$ cat config.mk
export PLATFORM = sky130hd
export DESIGN_NAME = rng_gen_top
export DESIGN_NICKNAME = d
export VERILOG_FILES = /design/src/rtl/rng_pkg.sv /design/src/rtl/rng_datapath.sv /design/src/rtl/rng_ctrl.sv /design/src/rtl/rng_gen_top.sv
export SDC_FILE = /design/constraint.sdc
export NUM_CORES = 1
export LEC_CHECK = 0
export ABC_AREA = 1
export ABC_CLOCK_PERIOD_IN_PS = 1700
export BUFFER_PORTS_ARGS = -buffer_cell sky130_fd_sc_hd__clkbuf_2
export CORE_MARGIN = 5
export CORE_UTILIZATION = 40
export CTS_BUF_LIST = sky130_fd_sc_hd__clkbuf_16
export CTS_CLUSTER_SIZE = 16
export DETAILED_ROUTE_END_ITERATION = 12
export PLACE_DENSITY = 0.67
export SLEW_MARGIN = 10
export SYNTH_ARGS = -nofsm -noshare
export SYNTH_HDL_FRONTEND = slang
export SYNTH_SLANG_ARGS = --single-unit
$ cat constraint.sdc
create_clock -name clk -period 1.7 [get_ports clk]
set_clock_uncertainty 0.15 [all_clocks]
set_input_delay 0.085 -clock clk [delete_from_list [all_inputs] [get_ports clk]]
set_output_delay 0.085 -clock clk [all_outputs]
set_load 0.02 [all_outputs]
$ cat src/rtl/rng_pkg.sv
package rng_pkg;
  localparam int ADDR_W = 6;

  localparam logic [ADDR_W-1:0] OFS_START  = 6'h00;
  localparam logic [ADDR_W-1:0] OFS_STOP   = 6'h04;
  localparam logic [ADDR_W-1:0] OFS_READY  = 6'h08;
  localparam logic [ADDR_W-1:0] OFS_SHORT  = 6'h0C;
  localparam logic [ADDR_W-1:0] OFS_IEN    = 6'h10;
  localparam logic [ADDR_W-1:0] OFS_IENSET = 6'h14;
  localparam logic [ADDR_W-1:0] OFS_IENCLR = 6'h18;
  localparam logic [ADDR_W-1:0] OFS_MODE   = 6'h1C;
  localparam logic [ADDR_W-1:0] OFS_DATA   = 6'h20;

  localparam logic [31:0] TASK_FIRE = 32'h1;

  // strobes from control to datapath
  typedef struct packed {
    logic load;   // reload the period counter
    logic run;    // generation active
    logic slow;   // filtered mode selects the long period
  } tmrCtl_t;
endpackage

$ cat src/rtl/rng_datapath.sv
module rng_datapath
  import rng_pkg::*;
#(
  parameter int CLK_PER_US = 16,
  parameter int FAST_US    = 167,
  parameter int SLOW_US    = 660,
  parameter logic [15:0] SEED = 16'hACE1
) (
  input  logic          clk,
  input  logic          rstN,
  input  tmrCtl_t       ctl,
  output logic          expire,
  output logic [7:0]    value
);
  localparam int FAST_CYC = FAST_US * CLK_PER_US;
  localparam int SLOW_CYC = SLOW_US * CLK_PER_US;
  localparam int MAX_CYC  = (FAST_CYC > SLOW_CYC) ? FAST_CYC : SLOW_CYC;
  localparam int CNT_W    = (MAX_CYC > 2) ? $clog2(MAX_CYC) : 1;
  localparam logic [CNT_W-1:0] FAST_LD = CNT_W'(FAST_CYC - 1);
  localparam logic [CNT_W-1:0] SLOW_LD = CNT_W'(SLOW_CYC - 1);
  localparam logic [15:0] LFSR_MASK = 16'hB400;

  logic [15:0]      lfsr;
  logic [CNT_W-1:0] count;

  // free-running Galois LFSR, maximal length, never zero
  always_ff @(posedge clk or negedge rstN) begin
    if (!rstN) lfsr <= (SEED == 16'h0) ? 16'h1 : SEED;
    else       lfsr <= (lfsr >> 1) ^ (lfsr[0] ? LFSR_MASK : 16'h0);
  end

  // period counter: loaded with P-1, byte due when it reaches zero
  always_ff @(posedge clk or negedge rstN) begin
    if (!rstN)                         count <= '0;
    else if (ctl.load)                 count <= ctl.slow ? SLOW_LD : FAST_LD;
    else if (ctl.run && count != '0)   count <= count - 1'b1;
  end

  assign expire = ctl.run && (count == '0);

  always_ff @(posedge clk or negedge rstN) begin
    if (!rstN)       value <= '0;
    else if (expire) value <= lfsr[7:0];
  end

  a_r4_lfsr_nonzero: assert property (@(posedge clk) disable iff (!rstN)
    lfsr != 16'h0);
  a_r3_count_bound: assert property (@(posedge clk) disable iff (!rstN)
    count <= ((FAST_LD > SLOW_LD) ? FAST_LD : SLOW_LD));
  a_r4_value_hold: assert property (@(posedge clk) disable iff (!rstN)
    !expire |=> $stable(value));
endmodule

$ cat src/rtl/rng_ctrl.sv
module rng_ctrl
  import rng_pkg::*;
(
  input  logic              clk,
  input  logic              rstN,
  input  logic              busSel,
  input  logic              busWrite,
  input  logic [ADDR_W-1:0] busAddr,
  input  logic [31:0]       busWdata,
  output logic [31:0]       busRdata,
  input  logic              hwStart,
  input  logic              hwStop,
  input  logic              expire,
  input  logic [7:0]        value,
  output tmrCtl_t           ctl,
  output logic              evtPulse,
  output logic              irq
);
  logic wr;
  logic startReq, stopReq;
  logic active, evtFlag, shortEn, intEn, filtEn;

  assign wr       = busSel && busWrite;
  assign startReq = hwStart || (wr && busAddr == OFS_START && busWdata == TASK_FIRE);
  assign stopReq  = hwStop  || (wr && busAddr == OFS_STOP  && busWdata == TASK_FIRE);

  // stop beats start, start beats the stop-after-byte option
  always_ff @(posedge clk or negedge rstN) begin
    if (!rstN)                    active <= 1'b0;
    else if (stopReq)             active <= 1'b0;
    else if (startReq)            active <= 1'b1;
    else if (expire && shortEn)   active <= 1'b0;
  end

  always_comb begin
    ctl.run  = active;
    ctl.slow = filtEn;
    ctl.load = !stopReq && (startReq || (expire && !shortEn));
  end

  // a produced byte beats a clear in the same cycle
  always_ff @(posedge clk or negedge rstN) begin
    if (!rstN)                                          evtFlag <= 1'b0;
    else if (expire)                                    evtFlag <= 1'b1;
    else if (wr && busAddr == OFS_READY && busWdata == '0) evtFlag <= 1'b0;
  end

  always_ff @(posedge clk or negedge rstN) begin
    if (!rstN) evtPulse <= 1'b0;
    else       evtPulse <= expire;
  end

  always_ff @(posedge clk or negedge rstN) begin
    if (!rstN) begin
      shortEn <= 1'b0;
      intEn   <= 1'b0;
      filtEn  <= 1'b0;
    end else if (wr) begin
      unique case (busAddr)
        OFS_SHORT:  shortEn <= busWdata[0];
        OFS_IEN:    intEn   <= busWdata[0];
        OFS_IENSET: if (busWdata[0]) intEn <= 1'b1;
        OFS_IENCLR: if (busWdata[0]) intEn <= 1'b0;
        OFS_MODE:   filtEn  <= busWdata[0];
        default: ;
      endcase
    end
  end

  assign irq = intEn && evtFlag;

  always_comb begin
    busRdata = '0;
    if (busSel && !busWrite) begin
      unique case (busAddr)
        OFS_READY:                      busRdata = {31'h0, evtFlag};
        OFS_SHORT:                      busRdata = {31'h0, shortEn};
        OFS_IEN, OFS_IENSET, OFS_IENCLR: busRdata = {31'h0, intEn};
        OFS_MODE:                       busRdata = {31'h0, filtEn};
        OFS_DATA:                       busRdata = {24'h0, value};
        default:                        busRdata = '0;
      endcase
    end
  end

  a_r8_stop_wins: assert property (@(posedge clk) disable iff (!rstN)
    stopReq |=> !active);
  a_r7_short_halt: assert property (@(posedge clk) disable iff (!rstN)
    (expire && shortEn && !startReq) |=> !active);
  a_r6_rearm: assert property (@(posedge clk) disable iff (!rstN)
    (expire && !shortEn && !stopReq) |=> active);
  a_r10_flag_set: assert property (@(posedge clk) disable iff (!rstN)
    expire |=> evtFlag);
  a_r5_single_pulse: assert property (@(posedge clk) disable iff (!rstN)
    evtPulse |=> !evtPulse);
  a_r11_irq_needs_flag: assert property (@(posedge clk) disable iff (!rstN)
    $rose(irq) |-> evtFlag);
endmodule

$ cat src/rtl/rng_gen_top.sv
module rng_gen_top
  import rng_pkg::*;
#(
  parameter int CLK_PER_US = 16,
  parameter int FAST_US    = 167,
  parameter int SLOW_US    = 660,
  parameter logic [15:0] SEED = 16'hACE1
) (
  input  logic              clk,
  input  logic              rstN,
  input  logic              busSel,
  input  logic              busWrite,
  input  logic [ADDR_W-1:0] busAddr,
  input  logic [31:0]       busWdata,
  output logic [31:0]       busRdata,
  input  logic              hwStart,
  input  logic              hwStop,
  output logic              evtPulse,
  output logic              irq
);
  tmrCtl_t    ctl;
  logic       expire;
  logic [7:0] value;

  rng_ctrl u_ctrl (
    .clk(clk), .rstN(rstN), .busSel(busSel), .busWrite(busWrite),
    .busAddr(busAddr), .busWdata(busWdata), .busRdata(busRdata),
    .hwStart(hwStart), .hwStop(hwStop), .expire(expire), .value(value),
    .ctl(ctl), .evtPulse(evtPulse), .irq(irq)
  );

  rng_datapath #(
    .CLK_PER_US(CLK_PER_US), .FAST_US(FAST_US), .SLOW_US(SLOW_US), .SEED(SEED)
  ) u_dp (
    .clk(clk), .rstN(rstN), .ctl(ctl), .expire(expire), .value(value)
  );
endmodule

# Yosys cells after proc, flatten, opt, wreduce, memory -nomap -nowiden
# Cells that the tools add are included.
totals:
  input_bits: 44
  register_bits: 44
classes:
  eq_ne: 11
  bitwise: 1
  n_reduce_logical: 32
  n_mux: 14
  addsub: 1
op_table:
  columns: ["operator", "n"]
  rows:
  - ["14-bit two-way mux", 3]
  - ["8-bit case mux with 5 select lines", 1]
  - ["32-bit by 1-bit equality test with 1-bit output, second input constant", 1]
  - ["32-bit logical NOT", 1]
  - ["32-bit two-way mux", 1]
  - ["6-bit by 5-bit equality test with 1-bit output, second input constant", 4]
  - ["16-bit two-way mux", 1]
  - ["15-bit by 16-bit XOR with 16-bit output", 1]
  - ["1-bit logical AND", 14]
  - ["14-bit logical NOT", 1]
  - ["14-bit nonzero test", 1]
  - ["14-bit by 1-bit subtractor with 14-bit output, second input constant", 1]
  - ["6-bit by 4-bit equality test with 1-bit output, second input constant", 2]
  - ["1-bit two-way mux", 7]
  - ["6-bit by 3-bit equality test with 1-bit output, second input constant", 1]
  - ["6-bit equality test, second input constant", 1]
  - ["6-bit logical NOT", 1]
  - ["3-bit nonzero test", 2]
  - ["2-bit inequality test, second input constant", 2]
  - ["2-bit AND reduction", 2]
  - ["4-bit AND reduction", 1]
  - ["2-bit nonzero test", 2]
  - ["1-bit logical NOT", 3]
  - ["1-bit logical OR", 3]
  - ["2 further kinds", 2]

# Logic depth before layout (Yosys ltp)
# Gate-level depths: netlist of run 1.
logic_depth:
  depth_word: 7
  ltp_mapped: 12
  depth_no_buf: 12

# Cells and area by module
# From an unflattened synthesis of run 1, not the netlist that was laid out.
hier_totals:
  cells_unflattened: 364
  hier_area_um2: 2668.8
modules_own_cells:
  columns: ["mod", "cells_each", "seq_area_each_um2", "area_each_um2", "instances"]
  rows:
  - ["rng_datapath", 202, 960.9, 1745.4, 1]
  - ["rng_ctrl", 162, 150.1, 923.4, 1]

# Least setup slack after synthesis of run 1
# No wires, ideal clock.
synth_path:
  kind: "register to register"
  from: "register u_dp.count[0]"
  to: "register u_dp.count[13]"
  arrival_time_ns: 1.364
  n_path_buf: 1
  setup_ns: 0.127
  setup_slack_ns: 0.059
  path_stages_with_launch: 11
  cell_sequence: "dfrtp_1 inv_1 ha_1 nand2_1 nor2_2 nand4_2 nand3_2 nand2_4 buf_6 nand3_1 nand3_1"
synth_between:
  elab_chain_len: 6
  elab_cells_between_ends: 11
  cone_classes: "1 x add/sub; 2 x mux; 8 x reduce/logical"
synth_lines:
  columns: ["item", "line", "text"]
  rows:
  - ["start: declaration", "rng_datapath.sv:24", "logic [CNT_W-1:0] count;"]
  - ["start signal: assignment", "rng_datapath.sv:35", "else if (ctl.load) count <= ctl.slow ? SLOW_LD : FAST_LD;"]
  - ["start signal: assignment", "rng_datapath.sv:36", "else if (ctl.run && count != '0) count <= count - 1'b1;"]
  - ["branches (longest 6 deep; another with 14-bit by 1-bit subtractor with 14-bit output)", null, null]
# Several ways; the timed one is not identified. The select of a mux whose other input is x is not followed.
# A chain may end at the register's enable or synchronous reset.

# Worst setup path after layout of run 1
layout_path:
  from: "register u_dp.count[0]"
  to: "register u_dp.count[6]"
# Same word-level chain as after synthesis.

==> summary.md, run 1 <==
| Metric | Value |
|---|---|
| Vias/cell | `4.726` |
| Multi-input logic area | `0.001290 mm2` |
| Setup crit start kind | `register` |
| Largest net degree at the start of global routing | `28` |
| Slowest stage delay, CP | `0.39 ns` |
| Clk pin slew, worst setup/hold paths | `0.06 ns` |
| I/O pin count | `78` |
| Synth top area cells | `dfrtp_1 (36%), nand2_1 (12%), dfstp_2 (8.3%)` |
| Synth top area share | `0.3575` |
| CP endpoint kind | `register` |
| Nets | `439` |
| Ys async rst share | `1.000` |
| H-tree lvl count | `2` |
| Hold Path Class | `primary input to register` |
| Setup TNS Final | `0 ns` |
| Status | `complete, no violations` |
| Ant. Diodes | `0` |
| Most common cell in the synthesized netlist | `nand2_1` |
| Final max-slew violation count | `0` |
| Max cap viols | `0` |
| Post-Syn Instances | `320` |
| Port Buffers | `53` |
| Leakage | `1.653 nW` |
| Crit-path slowest cell | `dfrtp_1` |
| Hold_ws | `0.02007 ns` |
| Synth Warn # | `0` |
| Sequential element share of the synthesized area | `0.4409` |
| Per-cell routed wire length | `11.57 um` |
| Die height | `89.37 um` |
| Period utilisation layout | `0.9598` |
| Row cnt | `29` |
| Clk root buf | `clkbuf_16` |
| Post-synth top cells | `nand2_1 (83), nor2_1 (46), dfrtp_1 (36)` |
| CTS Sinks | `44` |
| Synthesized cell area | `0.002520 mm2` |
| Mean area per synthesized cell | `7.875 um2` |
| # fillers | `587` |
| R2r setup slk | `0.07 ns` |
| WP data required | `1.71 ns` |
| Crit Path Max Fanout | `9` |
| GPL Wtd Cong | `0.9187` |
| Antenna violation net count after detailed routing | `0` |
| Yosys reg bits | `44` |
| DRC | `0` |
| Final hold viol count | `0` |
| Seq. cell area | `0.001112 mm2` |
| Max clock buf depth | `2` |
| TritonCTS clock tree | `yes` |
| Worst-path cell chain | `inv_2 > ha_4 > nand2_4 > nor2_4 > nand4_4 > nand3_4 > nand2_8 > nand2_1 > nand3_1` |
| GRT Overall Usage | `0.1384` |
| Initial antenna violation count | `0` |
| Power Dens Cells | `832.9 mW/mm2` |
| Number of global-route vias before repair | `2038` |
| Clk Latency, worst-skew pair | `0.29 ns` |
| Synth cell types | `31` |
| Minimum clock period | `1.632 ns` |
| Initial Util | `0.4038` |
| Setup Viol. Count Final | `0` |
| Hold depth | `5` |
| Cell accounting for the most synthesized area | `dfrtp_1` |
| Pwr Total | `2.683 mW` |
| First-pass DRT Iterations | `4` |
| Layout cells sized above 1 | `0.2995` |
| Max rail drop VDD | `595.3 uV` |
| FMAX | `612.9 MHz` |
| CTS Buf Count | `5` |
| Grt total ovfl | `0` |
| Final HPWL from detailed placement | `4092 um` |
| Horiz. Die Dim | `89.37 um` |
| Finished Core Util | `0.5162` |
| EDFF count, synth | `0` |
| Core area | `0.006241 mm2` |
| Crit path kind | `register to register` |
| Reg2Reg Depth | `9` |
| DIE AREA | `0.007987 mm2` |
| Detailed-route via count | `2226` |
| DR iter-0 viols | `93` |
| First-pass GRT wire length | `8728 um` |
| Final wirelength | `5449 um` |
| CP arrival | `1.65 ns` |
| RSZ-0062 raised after global routing | `true` |
| Main synth FF type | `dfrtp_1` |
| Area delta synth->final | `27.86%` |
final timing paths:
kind                                    start             to
max in group asynchronous                rstN   u_dp.lfsr[0]
worst max register to register  u_dp.count[0]  u_dp.count[6]
worst min-delay path                  hwStart  u_ctrl.active
worst max-delay path            u_dp.count[0]  u_dp.count[6]
worst min register to register  u_dp.lfsr[12]  u_dp.lfsr[11]
min in group asynchronous                rstN  u_dp.count[7]
sequential cells by signal, indices dropped and copies added, names as in the netlist:
register         flops
u_ctrl.shortEn       1
u_dp.lfsr           16
u_dp.value           8
u_dp.count          14
u_ctrl.evtPulse      1
u_ctrl.filtEn        1
u_ctrl.active        1
u_ctrl.evtFlag       1
u_ctrl.intEn         1
power by group:
group          switching (mW)  leakage, nW  total (mW)  internal, mW
Clock                   0.413       0.0840        1.11         0.698
Combinational           0.270         1.03       0.429         0.159
Sequential             0.0458        0.543        1.14          1.10
routing by layer:
| layer | part of all wire | global-route usage | vias up | routed length (um) |
|---|---|---|---|---|
| li1 | - | - | 1109 | - |
| met3 | 0.064 | 0.04240 | 5 | 351 |
| met2 | 0.51 | 0.2344 | 55 | 2760 |
| met5 | 0 | 0 | - | 0 |
| met4 | 0.0086 | 0.03383 | 0 | 47 |
| met1 | 0.42 | 0.1727 | 1057 | 2289 |
stage by stage:
stage / setup WS, ns / cells / cell area [um2]
detailed placement: -0.02849 / 456 / 2845
floorplan: 0.05926 / 343 / 2606
CTS: 0.001755 / 467 / 3064
finish: 0.06836 / 471 / 3222
global placement: 0.04103 / 456 / 2845
global route: -0.04299 / 471 / 3222
worst max-delay path: cells and delay by family, from the launching register on:
family                   cells  cell delay, ns
flip-flops                   1            0.39
adder cells (fa/ha/maj)      1            0.15
buffers and inverters        1            0.10
AND/OR/NAND/NOR              7            0.72
cell type report:
cell class / instances / share of cell area
inverter: 37 / 0.04466
tap: 77 / 0.02990
sequential: 44 / 0.3452
multi-input combinational: 237 / 0.4004
clock inverter: 3 / 0.01476
clock buffer: 5 / 0.03883
timing repair buffer: 68 / 0.1262
logic make-up after synthesis:
logic type	after synthesis	share of synthesized area
compound gates	18	0.04270
xor+xnor	9	0.03128
fa+ha+maj	2	0.009929
buf+inv	63	0.1355
flops	44	0.4409
other cells	1	0.001488
simple gates	183	0.3381
cells in the final DEF, fill, tap and decap left out, types with 3 or more instances in the layout:
master	synthesis	layout
nor2_2	1	5
a21oi_1	8	6
dfstp_2	8	8
nand2_8	0	3
nand3_1	22	20
nor2_4	3	5
dfrtp_1	36	35
clkbuf_16	0	5
nand2_2	0	3
xor2_1	8	8
inv_2	3	4
nand2_1	83	79
inv_1	34	32
nor3b_1	7	7
nor2_1	46	40
nand3_2	4	5
nor3_1	7	6
nand4_1	3	3
conb_1	1	24
clkbuf_2	0	52
buf_4	24	11
repair_timing:
item                                    4_1_cts  5_1_grt
setup buffers                                 0        4
pin swaps                                     0        7
endpoints found under the setup margin        8       21
gates cloned                                  0        1
resized for setup                             3       31
endpoints found under the hold margin        43        0
hold buffers                                  3        0
No activity file was read; power rests on OpenSTA's default activity.
==> run 2: changes to the inputs <==
Settings changed: ABC_CLOCK_PERIOD_IN_PS 1700 to 1800, PLACE_DENSITY 0.67 to not set.
Clock period 1.7 ns to 1.8 ns, I/O delays scaled along.
==> summary.md, run 2 (synthesized netlist as in run 1, its figures left out) <==
| Metric | Value |
|---|---|
| Hold depth | `5 (unchanged)` |
| Clk Latency, worst-skew pair | `0.28 ns (about the same)` |
| Comb power frac | `0.146 (-0.014)` |
| Crit Path Max Fanout | `18 (+9)` |
| Crit path kind | `register to register` |
| Die height | `89.37 um (unchanged)` |
| Period utilisation layout | `0.9439 (-0.01591)` |
| Crit-path slowest cell | `dfrtp_1` |
| Row cnt | `29 (unchanged)` |
| Nets | `433 (-1.4%)` |
| Core area | `0.006241 mm2 (unchanged)` |
| First-pass DRT Iterations | `4 (unchanged)` |
| Leakage | `1.601 nW (-3.1%)` |
| Sw Share | `0.2634 (-0.008156)` |
| Pwr Total | `2.482 mW (-7.5%)` |
| Hold Path Class | `primary input to register` |
| FMAX | `588.6 MHz (-4.0%)` |
| Number of global-route vias before repair | `1983 (-2.7%)` |
| DR iter-0 viols | `51 (-45%)` |
| Detailed-route via count | `2110 (-5.2%)` |
| GPL Wtd Cong | `0.9034 (-1.7%)` |
| Final hold viol count | `1 (+1)` |
| Minimum clock period | `1.699 ns (+0.06735 ns)` |
| TritonCTS clock tree | `yes` |
| Status | `finished with violations` |
| Port Buffers | `53 (unchanged)` |
| Int Pwr | `1.828 mW (-6.5%)` |
| First-pass GRT wire length | `8583 um (-1.7%)` |
| GRT Overall Usage | `0.1364 (-0.002025)` |
| Hold_ws | `-0.001311 ns (-0.02138 ns)` |
| DRC | `0 (unchanged)` |
| Max FFs per register | `16 (unchanged)` |
| Reg2Reg Depth | `9 (unchanged)` |
| Largest net degree at the start of global routing | `27 (-3.6%)` |
| Worst-path cell chain | `inv_1 > ha_1 > nand2_2 > nor2_4 > nand4_2 > nand3_2 > nand2_4 > nand2_1 > nand3_1` |
| CP endpoint kind | `register` |
| H-tree lvl count | `2 (unchanged)` |
| Final HPWL from detailed placement | `4018 um (-1.8%)` |
| Area delta synth->final | `21.35%` |
| Leading cell type in the layout, fill and taps excluded | `nand2_1` |
| # fillers | `603 (+2.7%)` |
| Final wirelength | `5146 um (-5.6%)` |
| Slowest stage delay, CP | `0.38 ns (about the same)` |
| Horiz. Die Dim | `89.37 um (unchanged)` |
| Rel. slew slack | `0.6581` |
| Worst reg2reg startpoint | `u_dp.count[0]` |
| P_sw | `0.6538 mW (-10%)` |
| CP arrival | `1.71 ns (+0.06 ns)` |
| Clk pin slew, worst setup/hold paths | `0.06 ns (about the same)` |
| Grt met1 use | `0.1723 (-0.0003968)` |
| Reg with most FFs | `u_dp.lfsr` |
| Setup Viol. Count Final | `0 (unchanged)` |
| WP data required | `1.81 ns (+0.10 ns)` |
| CTS Buf Count | `5 (unchanged)` |
| R2r setup slk | `0.10 ns (+0.03 ns)` |
| GR Util met2 | `0.2351 (+0.0006698)` |
| DIE AREA | `0.007987 mm2 (unchanged)` |
| Largest delay share family, worst path | `simple AND/OR/NAND/NOR gates` |
| Worst Path Buf+Inv | `1 (unchanged)` |
| Global Route met3 Usage | `0.03041 (-0.01198)` |
| Setup crit start kind | `register` |
| Commonest cells after routing, fill and taps aside | `nand2_1 (82), clkbuf_2 (53), nor2_1 (45), dfrtp_1 (36), inv_1 (34)` |
| Clk pwr share | `0.420 (+0.006)` |
| Slew of the pin with the lowest slew margin | `0.5128 ns` |
| Layer with the highest usage | `met2` |
| Multi-input logic area | `0.001177 mm2 (-8.7%)` |
| Max clock buf depth | `2 (unchanged)` |
| Clk root buf | `clkbuf_16` |
| Grt total ovfl | `0 (unchanged)` |
| Initial Util | `0.4038 (unchanged)` |
| Violations in the final reports | `hold timing` |
| I/O pin count | `78 (unchanged)` |
| Per-cell routed wire length | `11.07 um (-4.3%)` |
| Ant. Diodes | `0 (unchanged)` |
| Seq pwr share | `0.433 (+0.007)` |
| CTS Sinks | `44 (unchanged)` |
| Antenna violation net count after detailed routing | `0 (unchanged)` |
| Seq. cell area | `0.001111 mm2 (-0.11%)` |
| Hold Path Origin | `hwStart` |
| Vias/cell | `4.538 (-4.0%)` |
| Power Dens Cells | `811.6 mW/mm2 (-2.5%)` |
| Max cap viols | `0 (unchanged)` |
| Max rail drop VDD | `686.1 uV (+15%)` |
| Final max-slew violation count | `0 (unchanged)` |
| Reg-to-reg endpoint | `u_dp.count[13]` |
| Initial antenna violation count | `0 (unchanged)` |
| Worst Hold Endpoint | `u_ctrl.active` |
| Layout cells sized above 1 | `0.2500 (-0.04949)` |
| Largest registers | `u_dp.lfsr x16, u_dp.count x14, u_dp.value x8` |
run 2: area by class of cell:
type	count	share of cell area
inverter	37	0.04705
sequential	44	0.3633
clock buffer	5	0.04092
timing repair buffer	63	0.1170
multi-input combinational	236	0.3850
clock inverter	3	0.01514
tap	77	0.03151
run 2: repair_timing:
item,4_1_cts,5_1_grt
setup buffers,0,2
gates resized for setup,0,7
hold buffers,2,0
setup endpoints to repair,0,10
endpoints found under the hold margin,27,0
run 2: per-stage QoR:
stage,setup TNS [ns],std cells,util,instance area [um2],worst slack (ns)
5_1_grt,-0.05454,465,0.4900,3058,-0.03284
3_5_place_dp,0,453,0.4523,2823,0.06276
3_3_place_gp,0,453,0.4523,2823,0.1066
4_1_cts,0,463,0.4830,3014,0.03092
2_1_floorplan,0,343,-,2606,0.1593
6_report,0,465,0.4900,3058,0.1010
run 2: power by group through the flow:
stage	Clock, mW	Sequential (mW)	Combinational (mW)
6_report	1.04	1.08	0.363
5_1_grt	1.11	1.08	0.418
4_1_cts	1.08	1.07	0.350
3_5_place_dp	0	1.09	0.345
3_3_place_gp	0	1.09	0.338
2_1_floorplan	0	1.08	0.266
run 2: tightest hold or removal path, cell delays in order:
cell	delay (ns)
clkbuf_2	0.08
inv_1	0.05
o2111ai_1	0.09
nand2_1	0.05
inv_1	0.04
run 2: layer usage:
layer,vias to the layer above,routed length [um]
met4,0,44
met2,38,2598
li1,1092,-
met1,974,2321
met5,-,0
met3,6,182
run 2: worst max-delay path by stage:
stage / from / endpoint / cells past startpoint
4_1_cts: u_dp.count[0] / u_dp.count[5] / 10
2_1_floorplan: u_dp.count[0] / u_dp.count[13] / 10
6_report: u_dp.count[0] / u_dp.count[13] / 9
3_5_place_dp: u_dp.count[0] / u_dp.count[5] / 10
5_1_grt: u_dp.count[0] / u_dp.count[11] / 12
3_3_place_gp: u_dp.count[0] / u_dp.count[12] / 10
